===== config.mk =====
export PLATFORM = sky130hd
export DESIGN_NAME = coef_cfg_loader
export DESIGN_NICKNAME = d
export VERILOG_FILES = /design/src/rtl/loader_pkg.sv /design/src/rtl/loader_decode.sv /design/src/rtl/loader_seq.sv /design/src/rtl/cfg_regfile.sv /design/src/rtl/coef_cfg_loader.sv
export SDC_FILE = /design/constraint.sdc
export NUM_CORES = 1
export LEC_CHECK = 0
export BUFFER_PORTS_ARGS = -buffer_cell sky130_fd_sc_hd__buf_4
export CAP_MARGIN = 25
export CORE_MARGIN = 3
export CORE_UTILIZATION = 52
export DETAILED_ROUTE_END_ITERATION = 7
export HOLD_SLACK_MARGIN = 0.05
export PLACE_DENSITY = 0.85
export RECOVER_POWER = 100
export SKIP_LAST_GASP = 1
export SLEW_MARGIN = 20
export SYNTH_ARGS = -nofsm -noshare
export SYNTH_HDL_FRONTEND = slang
export SYNTH_SLANG_ARGS = --single-unit

===== constraint.sdc =====
create_clock -name clk -period 2.2 [get_ports clk]
set_clock_uncertainty 0.05 [all_clocks]
set_input_delay 0 -clock clk [delete_from_list [all_inputs] [get_ports clk]]
set_output_delay 0 -clock clk [all_outputs]
set_load 0.01 [all_outputs]

===== src/rtl/loader_pkg.sv =====
// Shared types for the coefficient/configuration loader.
// Assumes nothing beyond standard SystemVerilog enums.
package loader_pkg;
    typedef enum logic [2:0] {
        SQ_IDLE,   // waiting for a strobe fall
        SQ_ADDR,   // started, address word not yet accepted (paused)
        SQ_COEF,   // streaming coefficient words across banks
        SQ_CFG,    // streaming configuration register words
        SQ_DONE    // target exhausted or invalid, ignore words
    } seq_state_t;

    typedef enum logic [1:0] {
        TGT_NONE,
        TGT_COEF,
        TGT_CFG
    } tgt_t;
endpackage


===== src/rtl/loader_decode.sv =====
// Address word decoder: classifies an address word as a coefficient row,
// a configuration register index, or nothing.
// Assumes the row space (2**ROW_W) lies below CFG_BASE.
module loader_decode
    import loader_pkg::*;
#(
    parameter int WORD_W   = 12,
    parameter int ROW_W    = 8,
    parameter int NUM_CFG  = 6,
    parameter int CFG_BASE = 'h200,
    localparam int CFG_IDX_W = (NUM_CFG > 1) ? $clog2(NUM_CFG) : 1
) (
    input  logic [WORD_W-1:0]    word,
    output tgt_t                 tgt,
    output logic [ROW_W-1:0]     row,
    output logic [CFG_IDX_W-1:0] cfg_idx
);
    localparam logic [WORD_W-1:0] ROW_LIM = WORD_W'(1 << ROW_W);
    localparam logic [WORD_W-1:0] CFG_LO  = WORD_W'(CFG_BASE);
    localparam logic [WORD_W-1:0] CFG_HI  = WORD_W'(CFG_BASE + NUM_CFG);

    logic [WORD_W-1:0] offset;

    // Classify the word by address range.
    always_comb begin
        offset  = word - CFG_LO;
        row     = word[ROW_W-1:0];
        cfg_idx = CFG_IDX_W'(offset);
        if (word < ROW_LIM)
            tgt = TGT_COEF;
        else if (word >= CFG_LO && word < CFG_HI)
            tgt = TGT_CFG;
        else
            tgt = TGT_NONE;
    end
endmodule


===== src/rtl/loader_seq.sv =====
// One loader port: detects the strobe fall, takes the address word, then
// steps through banks or registers one accepted word at a time.
// Coefficient writes leave registered; config requests are combinational
// so the shared register file can arbitrate them on the same edge.
// Assumes the strobe is seen HIGH at least once after reset before use.
module loader_seq
    import loader_pkg::*;
#(
    parameter int WORD_W    = 12,
    parameter int NUM_BANKS = 4,
    parameter int ROW_W     = 8,
    parameter int NUM_CFG   = 6,
    parameter int CFG_BASE  = 'h200,
    localparam int BANK_W    = (NUM_BANKS > 1) ? $clog2(NUM_BANKS) : 1,
    localparam int CFG_IDX_W = (NUM_CFG > 1) ? $clog2(NUM_CFG) : 1
) (
    input  logic                 clk,
    input  logic                 rst_n,
    input  logic                 ld_n,
    input  logic                 pause,
    input  logic [WORD_W-1:0]    word,
    output logic [NUM_BANKS-1:0] mem_we,
    output logic [ROW_W-1:0]     mem_row,
    output logic [WORD_W-1:0]    mem_data,
    output logic                 cfg_req,
    output logic [CFG_IDX_W-1:0] cfg_idx,
    output logic [WORD_W-1:0]    cfg_data
);
    seq_state_t st_q, st_d;
    logic                 ld_hi_q;
    logic [BANK_W-1:0]    bank_q, bank_d;
    logic [ROW_W-1:0]     row_q, row_d;
    logic [CFG_IDX_W-1:0] cidx_q, cidx_d;
    logic                 take_addr;
    logic                 coef_wr;
    logic [NUM_BANKS-1:0] bank_hit;

    tgt_t                 dec_tgt;
    logic [ROW_W-1:0]     dec_row;
    logic [CFG_IDX_W-1:0] dec_idx;

    loader_decode #(
        .WORD_W(WORD_W), .ROW_W(ROW_W), .NUM_CFG(NUM_CFG), .CFG_BASE(CFG_BASE)
    ) u_dec (
        .word(word), .tgt(dec_tgt), .row(dec_row), .cfg_idx(dec_idx)
    );

    // One-hot bank select from the current bank counter.
    generate
        for (genvar g = 0; g < NUM_BANKS; g++) begin : g_hit
            assign bank_hit[g] = (bank_q == BANK_W'(g));
        end
    endgenerate

    // Next-state and write-request logic for one accepted word per cycle.
    always_comb begin
        st_d      = st_q;
        bank_d    = bank_q;
        row_d     = row_q;
        cidx_d    = cidx_q;
        take_addr = 1'b0;
        coef_wr   = 1'b0;
        cfg_req   = 1'b0;
        if (ld_n) begin
            st_d = SQ_IDLE;
        end else begin
            unique case (st_q)
                SQ_IDLE: begin
                    if (ld_hi_q) begin
                        if (pause) st_d = SQ_ADDR;
                        else       take_addr = 1'b1;
                    end
                end
                SQ_ADDR: begin
                    if (!pause) take_addr = 1'b1;
                end
                SQ_COEF: begin
                    if (!pause) begin
                        coef_wr = 1'b1;
                        if (bank_q == BANK_W'(NUM_BANKS - 1)) st_d = SQ_DONE;
                        else bank_d = bank_q + 1'b1;
                    end
                end
                SQ_CFG: begin
                    if (!pause) begin
                        cfg_req = 1'b1;
                        if (cidx_q == CFG_IDX_W'(NUM_CFG - 1)) st_d = SQ_DONE;
                        else cidx_d = cidx_q + 1'b1;
                    end
                end
                default: st_d = SQ_DONE;
            endcase
            if (take_addr) begin
                unique case (dec_tgt)
                    TGT_COEF: begin
                        st_d   = SQ_COEF;
                        bank_d = '0;
                        row_d  = dec_row;
                    end
                    TGT_CFG: begin
                        st_d   = SQ_CFG;
                        cidx_d = dec_idx;
                    end
                    default: st_d = SQ_DONE;
                endcase
            end
        end
    end

    assign cfg_idx  = cidx_q;
    assign cfg_data = word;

    // Sequencer state and strobe history.
    always_ff @(posedge clk) begin
        if (!rst_n) begin
            st_q    <= SQ_IDLE;
            ld_hi_q <= 1'b0;
            bank_q  <= '0;
            row_q   <= '0;
            cidx_q  <= '0;
        end else begin
            st_q    <= st_d;
            ld_hi_q <= ld_n;
            bank_q  <= bank_d;
            row_q   <= row_d;
            cidx_q  <= cidx_d;
        end
    end

    // Registered coefficient memory write port.
    always_ff @(posedge clk) begin
        if (!rst_n) begin
            mem_we   <= '0;
            mem_row  <= '0;
            mem_data <= '0;
        end else begin
            mem_we   <= coef_wr ? bank_hit : '0;
            mem_row  <= row_q;
            mem_data <= word;
        end
    end
endmodule


===== src/rtl/cfg_regfile.sv =====
// Shared configuration registers written by two loader ports.
// Port B wins when both address the same register in one cycle.
// Reserved bits (clear in KEEP_MASK) are stored as zero.
module cfg_regfile #(
    parameter int WORD_W  = 12,
    parameter int NUM_CFG = 6,
    parameter logic [WORD_W-1:0] KEEP_MASK = 12'h0FF,
    localparam int CFG_IDX_W = (NUM_CFG > 1) ? $clog2(NUM_CFG) : 1
) (
    input  logic                      clk,
    input  logic                      rst_n,
    input  logic                      a_req,
    input  logic [CFG_IDX_W-1:0]      a_idx,
    input  logic [WORD_W-1:0]         a_data,
    input  logic                      b_req,
    input  logic [CFG_IDX_W-1:0]      b_idx,
    input  logic [WORD_W-1:0]         b_data,
    output logic [NUM_CFG-1:0]        cfg_wr,
    output logic [NUM_CFG*WORD_W-1:0] cfg_q
);
    generate
        for (genvar i = 0; i < NUM_CFG; i++) begin : g_reg
            logic sel_a, sel_b;
            assign sel_a = a_req && (a_idx == CFG_IDX_W'(i));
            assign sel_b = b_req && (b_idx == CFG_IDX_W'(i));

            // Register i with fixed B-over-A priority and reserved-bit clearing.
            always_ff @(posedge clk) begin
                if (!rst_n) begin
                    cfg_q[i*WORD_W +: WORD_W] <= '0;
                    cfg_wr[i]                 <= 1'b0;
                end else begin
                    cfg_wr[i] <= sel_a | sel_b;
                    if (sel_b)
                        cfg_q[i*WORD_W +: WORD_W] <= b_data & KEEP_MASK;
                    else if (sel_a)
                        cfg_q[i*WORD_W +: WORD_W] <= a_data & KEEP_MASK;
                end
            end
        end
    endgenerate
endmodule


===== src/rtl/coef_cfg_loader.sv =====
// Top: two loader ports (A, B), each with its own coefficient memory write
// port, sharing one configuration register file.
// Assumes each strobe is held HIGH after reset before the first transfer.
module coef_cfg_loader #(
    parameter int WORD_W    = 12,
    parameter int NUM_BANKS = 4,
    parameter int ROW_W     = 8,
    parameter int NUM_CFG   = 6,
    parameter int CFG_BASE  = 'h200,
    parameter logic [WORD_W-1:0] CFG_KEEP_MASK = 12'h0FF
) (
    input  logic                      clk,
    input  logic                      rst_n,
    input  logic                      a_ld_n,
    input  logic                      a_pause,
    input  logic [WORD_W-1:0]         a_word,
    input  logic                      b_ld_n,
    input  logic                      b_pause,
    input  logic [WORD_W-1:0]         b_word,
    output logic [NUM_BANKS-1:0]      a_mem_we,
    output logic [ROW_W-1:0]          a_mem_row,
    output logic [WORD_W-1:0]         a_mem_data,
    output logic [NUM_BANKS-1:0]      b_mem_we,
    output logic [ROW_W-1:0]          b_mem_row,
    output logic [WORD_W-1:0]         b_mem_data,
    output logic [NUM_CFG-1:0]        cfg_wr,
    output logic [NUM_CFG*WORD_W-1:0] cfg_q
);
    localparam int CFG_IDX_W = (NUM_CFG > 1) ? $clog2(NUM_CFG) : 1;

    logic                 a_req, b_req;
    logic [CFG_IDX_W-1:0] a_idx, b_idx;
    logic [WORD_W-1:0]    a_cdata, b_cdata;

    loader_seq #(
        .WORD_W(WORD_W), .NUM_BANKS(NUM_BANKS), .ROW_W(ROW_W),
        .NUM_CFG(NUM_CFG), .CFG_BASE(CFG_BASE)
    ) u_seq_a (
        .clk(clk), .rst_n(rst_n), .ld_n(a_ld_n), .pause(a_pause), .word(a_word),
        .mem_we(a_mem_we), .mem_row(a_mem_row), .mem_data(a_mem_data),
        .cfg_req(a_req), .cfg_idx(a_idx), .cfg_data(a_cdata)
    );

    loader_seq #(
        .WORD_W(WORD_W), .NUM_BANKS(NUM_BANKS), .ROW_W(ROW_W),
        .NUM_CFG(NUM_CFG), .CFG_BASE(CFG_BASE)
    ) u_seq_b (
        .clk(clk), .rst_n(rst_n), .ld_n(b_ld_n), .pause(b_pause), .word(b_word),
        .mem_we(b_mem_we), .mem_row(b_mem_row), .mem_data(b_mem_data),
        .cfg_req(b_req), .cfg_idx(b_idx), .cfg_data(b_cdata)
    );

    cfg_regfile #(
        .WORD_W(WORD_W), .NUM_CFG(NUM_CFG), .KEEP_MASK(CFG_KEEP_MASK)
    ) u_cfg (
        .clk(clk), .rst_n(rst_n),
        .a_req(a_req), .a_idx(a_idx), .a_data(a_cdata),
        .b_req(b_req), .b_idx(b_idx), .b_data(b_cdata),
        .cfg_wr(cfg_wr), .cfg_q(cfg_q)
    );
endmodule


==> results of run 1 <==
power groups by stage:
stage | sequential [uW] | combinational (uW) | clock [uW]
3_5_place_dp | 2560 | 288 | 0
4_1_cts | 2510 | 345 | 2800
3_3_place_gp | 2560 | 281 | 0
5_1_grt | 2510 | 351 | 2920
6_report | 2510 | 330 | 2810
2_1_floorplan | 2570 | 157 | 0
flip-flops by register name, indices dropped and copies added, names as in the netlist, 4 cells and up:
name and cells:
u_seq_a.row_q 8, u_seq_b.mem_we 4, u_seq_a.mem_we 4, u_seq_b.mem_row 8
u_seq_a.mem_data 12, u_seq_b.mem_data 12, u_cfg.cfg_wr 6, u_seq_a.mem_row 8
u_cfg.cfg_q 48, u_seq_b.row_q 8
tightest hold or removal path, cell delays in order:
cell and delay [ps]:
dlygate4sd3_1 520, buf_4 170, and2_0 160
cell type report:
cell class | count | area (um2)
timing repair buffer | 178 | 1040
sequential | 136 | 2720
tap | 136 | 170
inverter | 11 | 41.3
clock buffer | 18 | 418
fill | 837 | 3280
clock inverter | 14 | 163
multi-input combinational | 375 | 2580
repair_timing:
action | in CTS | in global routing
hold buffers | 39 | 0
buffers inserted | 0 | 0
endpoints found under the hold margin | 122 | 0
logic make-up after synthesis:
family                     Yosys count
other                                1
AOI/OAI and AO/OA                  110
DFF                                136
adders and majority gates           10
muxes                               65
and+or+nand+nor                    166
buffers and inverters               71
cell usage in the layout, fill, tap and decap left out, types with 11 or more instances in the layout:
master	synthesis	routed
dlygate4sd3_1	0	39
dfxtp_1	136	136
a21oi_1	25	25
nand2_1	12	12
clkbuf_16	0	16
mux2i_1	49	49
conb_1	1	24
buf_4	25	34
and2_0	0	35
o21ai_0	15	15
mux2_2	16	16
inv_1	11	11
nor2_1	50	50
clkbuf_1	21	104
a211oi_1	39	39
stage by stage:
stage,power [uW],setup slack [ps],instance area (um2)
floorplan,2730,511,5720
global placement,2840,341,6590
detailed placement,2850,250,6590
CTS,5660,191,7560
global route,5780,17.2,7140
finish,5650,106,7140
path summary, 6_finish.rpt:
path / start / endpoint / slack [ps] / cells past startpoint
worst max register to register: u_seq_b.st_q[1] / u_seq_b.row_q[3] / 130 / 4
worst min-delay path: b_word[3] / u_seq_b.mem_data[3] / 340 / 3
worst min register to register: u_seq_a.row_q[0] / u_seq_a.mem_row[0] / 420 / 1
worst max-delay path: a_word[2] / u_seq_a.cfg_idx[1] / 110 / 7
metal layers:
metal,track usage [%],vias up,part of all wire (%),wire (um)
met5,0,-,0,0
li1,-,2269,-,-
met2,44.2,277,49,7990
met3,6.58,45,8.3,1350
met4,11.4,0,3.3,529
met1,32.2,2326,39,6300
==> impl_metrics.prom, run 1 <==
# TYPE chip_impl_metric gauge
chip_impl_info{name="yosysTopAreaCell",value="dfxtp_1"} 1
chip_impl_metric{name="number_of_iterations_in_the_first_detailed_routing_pass",unit=""} 5
chip_impl_metric{name="rows",unit=""} 37
chip_impl_metric{name="postSynthRegisterBits",unit=""} 136
chip_impl_metric{name="flow.area_growth_from_synthesis",unit="%"} 26.7
chip_impl_metric{name="cell_area_after_synthesis",unit="mm2"} 0.00563
chip_impl_metric{name="area_enclosed_by_the_die_boundary",unit="mm2"} 0.0121
chip_impl_metric{name="synthAdderAreaFrac",unit="%"} 2.22
chip_impl_metric{name="final.setup.tns",unit="ps"} 0
chip_impl_metric{name="max_cap_viol_count",unit=""} 0
chip_impl_metric{name="slew_headroom",unit="%"} 21.2
chip_impl_metric{name="power_dens_cells",unit="mW/mm2"} 791
chip_impl_metric{name="sw_frac_of_total",unit="%"} 24.5
chip_impl_metric{name="ys_types",unit=""} 59
chip_impl_metric{name="sw_pwr",unit="uW"} 1380
chip_impl_metric{name="grt_start_max_net_pins",unit=""} 44
chip_impl_metric{name="yosysSeqAreaShare",unit="%"} 48.3
chip_impl_metric{name="internal-power",unit="uW"} 4270
chip_impl_info{name="setup_repair_after_global_routing_missed_its_margin",value="false"} 1
chip_impl_metric{name="max_clock_freq",unit="GHz"} 0.478
chip_impl_metric{name="finalWorstPathRequiredPeriod",unit="ps"} 2090
chip_impl_metric{name="path_max_fanout",unit=""} 9
chip_impl_metric{name="core_region_area",unit="mm2"} 0.0104
chip_impl_info{name="worst_setup_path_end_kind",value="register"} 1
chip_impl_metric{name="hpwl",unit="um"} 10300
chip_impl_metric{name="final_max_slew_viol_count",unit=""} 0
chip_impl_info{name="crit_path_top_delay_cell",value="dlygate4sd3_1"} 1
chip_impl_info{name="timing.hold.worst.class",value="in -> reg"} 1
chip_impl_metric{name="post_route_drc",unit=""} 0
chip_impl_metric{name="clock_power_share",unit="%"} 49.8
chip_impl_metric{name="grt_pass1_vias",unit=""} 4732
chip_impl_metric{name="yosys_warnings",unit=""} 0
chip_impl_metric{name="postCtsResizedCells",unit=""} 0
chip_impl_metric{name="ys_async_sr_fraction",unit="%"} 0
chip_impl_metric{name="synthCells",unit=""} 559
chip_impl_metric{name="antenna_found_initial",unit=""} 0
chip_impl_info{name="worst_path_dominant_cell_family",value="buffers and inverters"} 1
chip_impl_metric{name="synth_compound_gate_area_share",unit="%"} 13.5
chip_impl_metric{name="worst_path_largest_cell_delay",unit="ps"} 580
chip_impl_metric{name="cts_num_sinks",unit=""} 136
chip_impl_metric{name="clk_path_buf_depth",unit=""} 2
chip_impl_info{name="cts.root.buffer_cell",value="clkbuf_8"} 1
chip_impl_metric{name="setup_viol",unit=""} 0
chip_impl_info{name="result_of_the_run",value="finished clean"} 1
chip_impl_metric{name="utilization_after_layout",unit="%"} 68.5
chip_impl_info{name="path_common_cell",value="dlygate4sd3_1"} 1
chip_impl_metric{name="timing.final.hold_violations",unit=""} 0
chip_impl_metric{name="vias_per_cell",unit=""} 5.66
chip_impl_metric{name="cp.buffers_inverters",unit=""} 3
chip_impl_metric{name="pin_count",unit=""} 156
chip_impl_metric{name="post_synthesis_xor_xnor_area_fraction",unit="%"} 0
chip_impl_metric{name="numPlacedInstances",unit=""} 797
chip_impl_metric{name="antennaDiodeCount",unit=""} 0
chip_impl_metric{name="drt_first_iter_violations",unit=""} 308
chip_impl_metric{name="numCtsBuffers",unit=""} 17
chip_impl_metric{name="leakage",unit="uW"} 0.00306
chip_impl_info{name="timing.critical_path.cells",value="dlygate4sd3_1 > clkbuf_2 > a211oi_1 > dlygate4sd3_1 > nand2_1 > or2_0 > a221o_1"} 1
chip_impl_info{name="synth_commonest_cells",value="dfxtp_1 (136), nor2_1 (50), mux2i_1 (49)"} 1
chip_impl_metric{name="die_w",unit="um"} 110
chip_impl_metric{name="globalRouteTotalUtil",unit="%"} 26.4
chip_impl_metric{name="clk_pin_slew_worst_paths",unit="ps"} 70
chip_impl_metric{name="postRouteWirelength",unit="um"} 16200
chip_impl_info{name="setup.worst_path.class",value="in -> reg"} 1
chip_impl_info{name="synth.most_common_cell",value="dfxtp_1"} 1
chip_impl_metric{name="ir_drop",unit="V"} 0.000468
chip_impl_metric{name="timing.hold.ws",unit="ps"} 336
chip_impl_info{name="post_synth_main_area_contributors",value="dfxtp_1 (48%), mux2i_1 (8.7%), a211oi_1 (5.2%)"} 1
chip_impl_metric{name="final_layout_size_suffix_gt1_share",unit="%"} 12.8
chip_impl_metric{name="post_drt_wl_per_cell",unit="um"} 18.6
chip_impl_metric{name="share_seq_of_total_power",unit="%"} 44.4
chip_impl_metric{name="port-buffer-count",unit=""} 131
chip_impl_metric{name="power.combinational.fraction",unit="%"} 5.8
chip_impl_metric{name="start_util",unit="%"} 54.1
chip_impl_metric{name="synth_enable_flop_cells",unit=""} 0
chip_impl_metric{name="finalCritPeriodShare",unit="%"} 95.2
chip_impl_metric{name="vias",unit=""} 4917
chip_impl_metric{name="critPathArrivalTime",unit="ps"} 2450
chip_impl_metric{name="cts_max_level",unit=""} 4
chip_impl_metric{name="final-instance-count-excl-fill",unit=""} 868
chip_impl_metric{name="grt_overflow",unit=""} 0
chip_impl_metric{name="post_synth_mux_area_share",unit="%"} 11.9
chip_impl_metric{name="timing.critical_path.required",unit="ps"} 2560
chip_impl_info{name="dominant_combinational_cell_family_by_area_after_synthesis",value="simple AND/OR/NAND/NOR gates"} 1
chip_impl_metric{name="gp_congestion",unit=""} 0.913
chip_impl_metric{name="post-synth-top-area-fraction",unit="%"} 48.3
chip_impl_metric{name="layout.nets",unit=""} 759
chip_impl_metric{name="synth_simple_gate_area_share",unit="%"} 17.2
chip_impl_metric{name="worst_pin_slew",unit="ps"} 1180
chip_impl_info{name="tritoncts_clock_tree",value="built"} 1
chip_impl_metric{name="clock_network_latency_to_the_later_pin_of_the_worst_skew_pair",unit="ps"} 520
chip_impl_metric{name="grt_first_pass_wirelength",unit="um"} 24500
chip_impl_info{name="synth_top_flop_cell",value="dfxtp_1"} 1
chip_impl_metric{name="die_height",unit="um"} 110
chip_impl_metric{name="postRouteAntennaNets",unit=""} 0
chip_impl_info{name="worstSetupStartpointType",value="primary input"} 1
chip_impl_metric{name="synthesis.area_per_instance",unit="um2"} 10.1
Note: power is estimated with default switching activity, not from simulation.
==> run 2: changes to the inputs <==
--- a/config.mk
+++ b/config.mk
@@ -8,5 +8,4 @@
 export BUFFER_PORTS_ARGS = -buffer_cell sky130_fd_sc_hd__buf_4
 export CAP_MARGIN = 25
-export CORE_MARGIN = 3
 export CORE_UTILIZATION = 52
 export DETAILED_ROUTE_END_ITERATION = 7
--- a/constraint.sdc
+++ b/constraint.sdc
@@ -3,3 +3,3 @@
 set_input_delay 0 -clock clk [delete_from_list [all_inputs] [get_ports clk]]
 set_output_delay 0 -clock clk [all_outputs]
-set_load 0.01 [all_outputs]
+set_load 0.005 [all_outputs]
==> impl_metrics.prom, run 2 (synthesis gave the netlist of run 1 again) <==
# TYPE chip_impl_metric gauge
chip_impl_info{name="worstSetupStartpointType",value="primary input"} 1
chip_impl_metric{name="gp_congestion",unit=""} 0.834
chip_impl_info{name="min_from",value="b_word[6]"} 1
chip_impl_metric{name="clk_pin_slew_worst_paths",unit="ps"} 70
chip_impl_metric{name="sw_frac_of_total",unit="%"} 24.0
chip_impl_metric{name="die_height",unit="um"} 106
chip_impl_metric{name="multi_input_area",unit="mm2"} 0.00259
chip_impl_metric{name="number_of_iterations_in_the_first_detailed_routing_pass",unit=""} 5
chip_impl_metric{name="numPlacedInstances",unit=""} 797
chip_impl_metric{name="max_cap_viol_count",unit=""} 0
chip_impl_info{name="timing.hold.worst.class",value="in -> reg"} 1
chip_impl_metric{name="core_region_area",unit="mm2"} 0.0104
chip_impl_metric{name="worst_pin_slew",unit="ps"} 780
chip_impl_metric{name="fill_cells",unit=""} 718
chip_impl_info{name="layout_common_cells",value="dfxtp_1 (136), clkbuf_4 (96), nor2_1 (50)"} 1
chip_impl_metric{name="die_w",unit="um"} 106
chip_impl_info{name="cts.root.buffer_cell",value="clkbuf_8"} 1
chip_impl_metric{name="post_route_drc",unit=""} 0
chip_impl_metric{name="grt_overflow",unit=""} 0
chip_impl_metric{name="area_enclosed_by_the_die_boundary",unit="mm2"} 0.0113
chip_impl_info{name="most_common_cell_after_layout_fill_and_taps_aside",value="dfxtp_1"} 1
chip_impl_metric{name="post_drt_wl_per_cell",unit="um"} 18.2
chip_impl_metric{name="internal-power",unit="uW"} 4410
chip_impl_metric{name="critPathArrivalTime",unit="ps"} 2450
chip_impl_metric{name="grt_pass1_vias",unit=""} 4665
chip_impl_info{name="setup_repair_after_global_routing_missed_its_margin",value="false"} 1
chip_impl_metric{name="flow.area_growth_from_synthesis",unit="%"} 34.0
chip_impl_metric{name="grt_first_pass_wirelength",unit="um"} 24800
chip_impl_metric{name="final_layout_size_suffix_gt1_share",unit="%"} 26.4
chip_impl_metric{name="finalCritPeriodShare",unit="%"} 95.0
chip_impl_metric{name="final-instance-count-excl-fill",unit=""} 868
chip_impl_info{name="worstSetupStartpoint",value="a_word[2]"} 1
chip_impl_metric{name="path_max_fanout",unit=""} 9
chip_impl_metric{name="hpwl",unit="um"} 9910
chip_impl_metric{name="postCtsSetupRepairBufs",unit=""} 0
chip_impl_metric{name="setup_viol",unit=""} 0
chip_impl_metric{name="clk_path_buf_depth",unit=""} 2
chip_impl_metric{name="antenna_found_initial",unit=""} 0
chip_impl_metric{name="vias",unit=""} 4901
chip_impl_metric{name="drt_first_iter_violations",unit=""} 319
chip_impl_info{name="worst_setup_path_end_kind",value="register"} 1
chip_impl_info{name="result_of_the_run",value="finished clean"} 1
chip_impl_metric{name="numCtsBuffers",unit=""} 17
chip_impl_metric{name="timing.critical_path.required",unit="ps"} 2560
chip_impl_metric{name="sw_pwr",unit="uW"} 1400
chip_impl_metric{name="start_util",unit="%"} 54.1
chip_impl_info{name="worstReg2RegStart",value="u_seq_a.st_q[2]"} 1
chip_impl_metric{name="postRouteWirelength",unit="um"} 15800
chip_impl_info{name="cp_endpoint",value="u_seq_a.cfg_idx[1]"} 1
chip_impl_metric{name="clock_network_latency_to_the_later_pin_of_the_worst_skew_pair",unit="ps"} 530
chip_impl_info{name="largest_registers",value="u_cfg.cfg_q: 48 flops, u_seq_a.mem_data: 12 flops, u_seq_b.mem_data: 12 flops"} 1
chip_impl_metric{name="grt_start_max_net_pins",unit=""} 48
chip_impl_metric{name="r2r_cells",unit=""} 4
chip_impl_metric{name="finalWorstPathRequiredPeriod",unit="ps"} 2090
chip_impl_metric{name="timing.hold.ws",unit="ps"} 285
chip_impl_metric{name="power_dens_cells",unit="mW/mm2"} 770
chip_impl_metric{name="hold_depth",unit=""} 3
chip_impl_info{name="tritoncts_clock_tree",value="built"} 1
chip_impl_metric{name="max_clock_freq",unit="GHz"} 0.478
chip_impl_metric{name="cts_num_sinks",unit=""} 136
chip_impl_metric{name="regToRegSetupSlack",unit="ps"} 180
chip_impl_metric{name="vias_per_cell",unit=""} 5.65
chip_impl_metric{name="final.setup.tns",unit="ps"} 0
chip_impl_metric{name="slew_headroom",unit="%"} 48.0
chip_impl_info{name="setup.worst_path.class",value="in -> reg"} 1
chip_impl_metric{name="postRouteAntennaNets",unit=""} 0
chip_impl_metric{name="cts_max_level",unit=""} 4
chip_impl_info{name="regToRegEndpoint",value="u_seq_a.row_q[4]"} 1
chip_impl_metric{name="clock_power_share",unit="%"} 51.2
chip_impl_metric{name="timing.final.hold_violations",unit=""} 0
chip_impl_metric{name="share_seq_of_total_power",unit="%"} 43.1
chip_impl_metric{name="leakage",unit="uW"} 0.00345
chip_impl_info{name="top_register",value="u_cfg.cfg_q"} 1
chip_impl_metric{name="port-buffer-count",unit=""} 131
chip_impl_metric{name="max_reg_flops",unit=""} 48
chip_impl_metric{name="ff_latch_area",unit="mm2"} 0.00272
chip_impl_metric{name="globalRouteTotalUtil",unit="%"} 28.9
chip_impl_metric{name="power.combinational.fraction",unit="%"} 5.6
chip_impl_metric{name="pin_count",unit=""} 156
chip_impl_metric{name="layout.nets",unit=""} 759
chip_impl_metric{name="rows",unit=""} 37
chip_impl_metric{name="ir_drop",unit="V"} 0.000593
chip_impl_metric{name="final_max_slew_viol_count",unit=""} 0
chip_impl_metric{name="antennaDiodeCount",unit=""} 0
[run 2: worst min path at each step]
stage | to
after detailed placement | u_seq_b.mem_data[8]
after global placement | u_seq_b.mem_data[8]
after CTS | u_seq_b.mem_data[6]
final | u_seq_b.mem_data[6]
after global routing | u_seq_b.mem_data[6]
after floorplan | u_seq_a.mem_data[10]
[run 2: worst max-delay path, stage by stage]
cell,delay [ps]
dlygate4sd3_1,530
clkbuf_2,250
a211oi_1,270
dlygate4sd3_1,570
nand2_1,110
or2_0,340
a221o_1,370
[run 2: timing repair]
action	4_1_cts	5_1_grt
setup endpoints to repair	0	3
hold buffers	39	0
hold endpoints to repair	120	0
resized for setup	0	1
[run 2: cell type report]
| class | instances | area share (%) |
|---|---|---|
| clock buffer | 17 | 5.49 |
| clock inverter | 15 | 2.69 |
| inverter | 11 | 0.547 |
| multi-input combinational | 375 | 34.4 |
| sequential | 136 | 36.1 |
| tap | 136 | 2.25 |
| timing repair buffer | 178 | 18.6 |
[run 2: stage by stage]
step | area, um2 | worst slack (ps) | util (%) | total power, uW
after floorplan | 5720 | 511 | - | 2710
after global placement | 6590 | 331 | 63.3 | 2820
after detailed placement | 6590 | 225 | 63.3 | 2830
after CTS | 7600 | 160 | 72.9 | 5800
after global routing | 7550 | 27.5 | 72.5 | 5940
final | 7550 | 109 | 72.5 | 5810
[run 2: routing by layer]
| layer | GRT usage [%] | vias up | routed length [um] |
|---|---|---|---|
| met3 | 6.32 | 48 | 1390 |
| li1 | - | 2262 | - |
| met2 | 48.8 | 280 | 7750 |
| met4 | 13.5 | 0 | 524 |
| met5 | 0 | - | 0 |
| met1 | 35.2 | 2311 | 6170 |
[run 2: power by group through the flow]
stage	clock network (uW)	registers [uW]	logic [uW]
after floorplan	0	2560	148
after global placement	0	2560	262
after detailed placement	0	2560	269
after CTS	2970	2510	327
after global routing	3090	2510	348
final	2980	2510	327
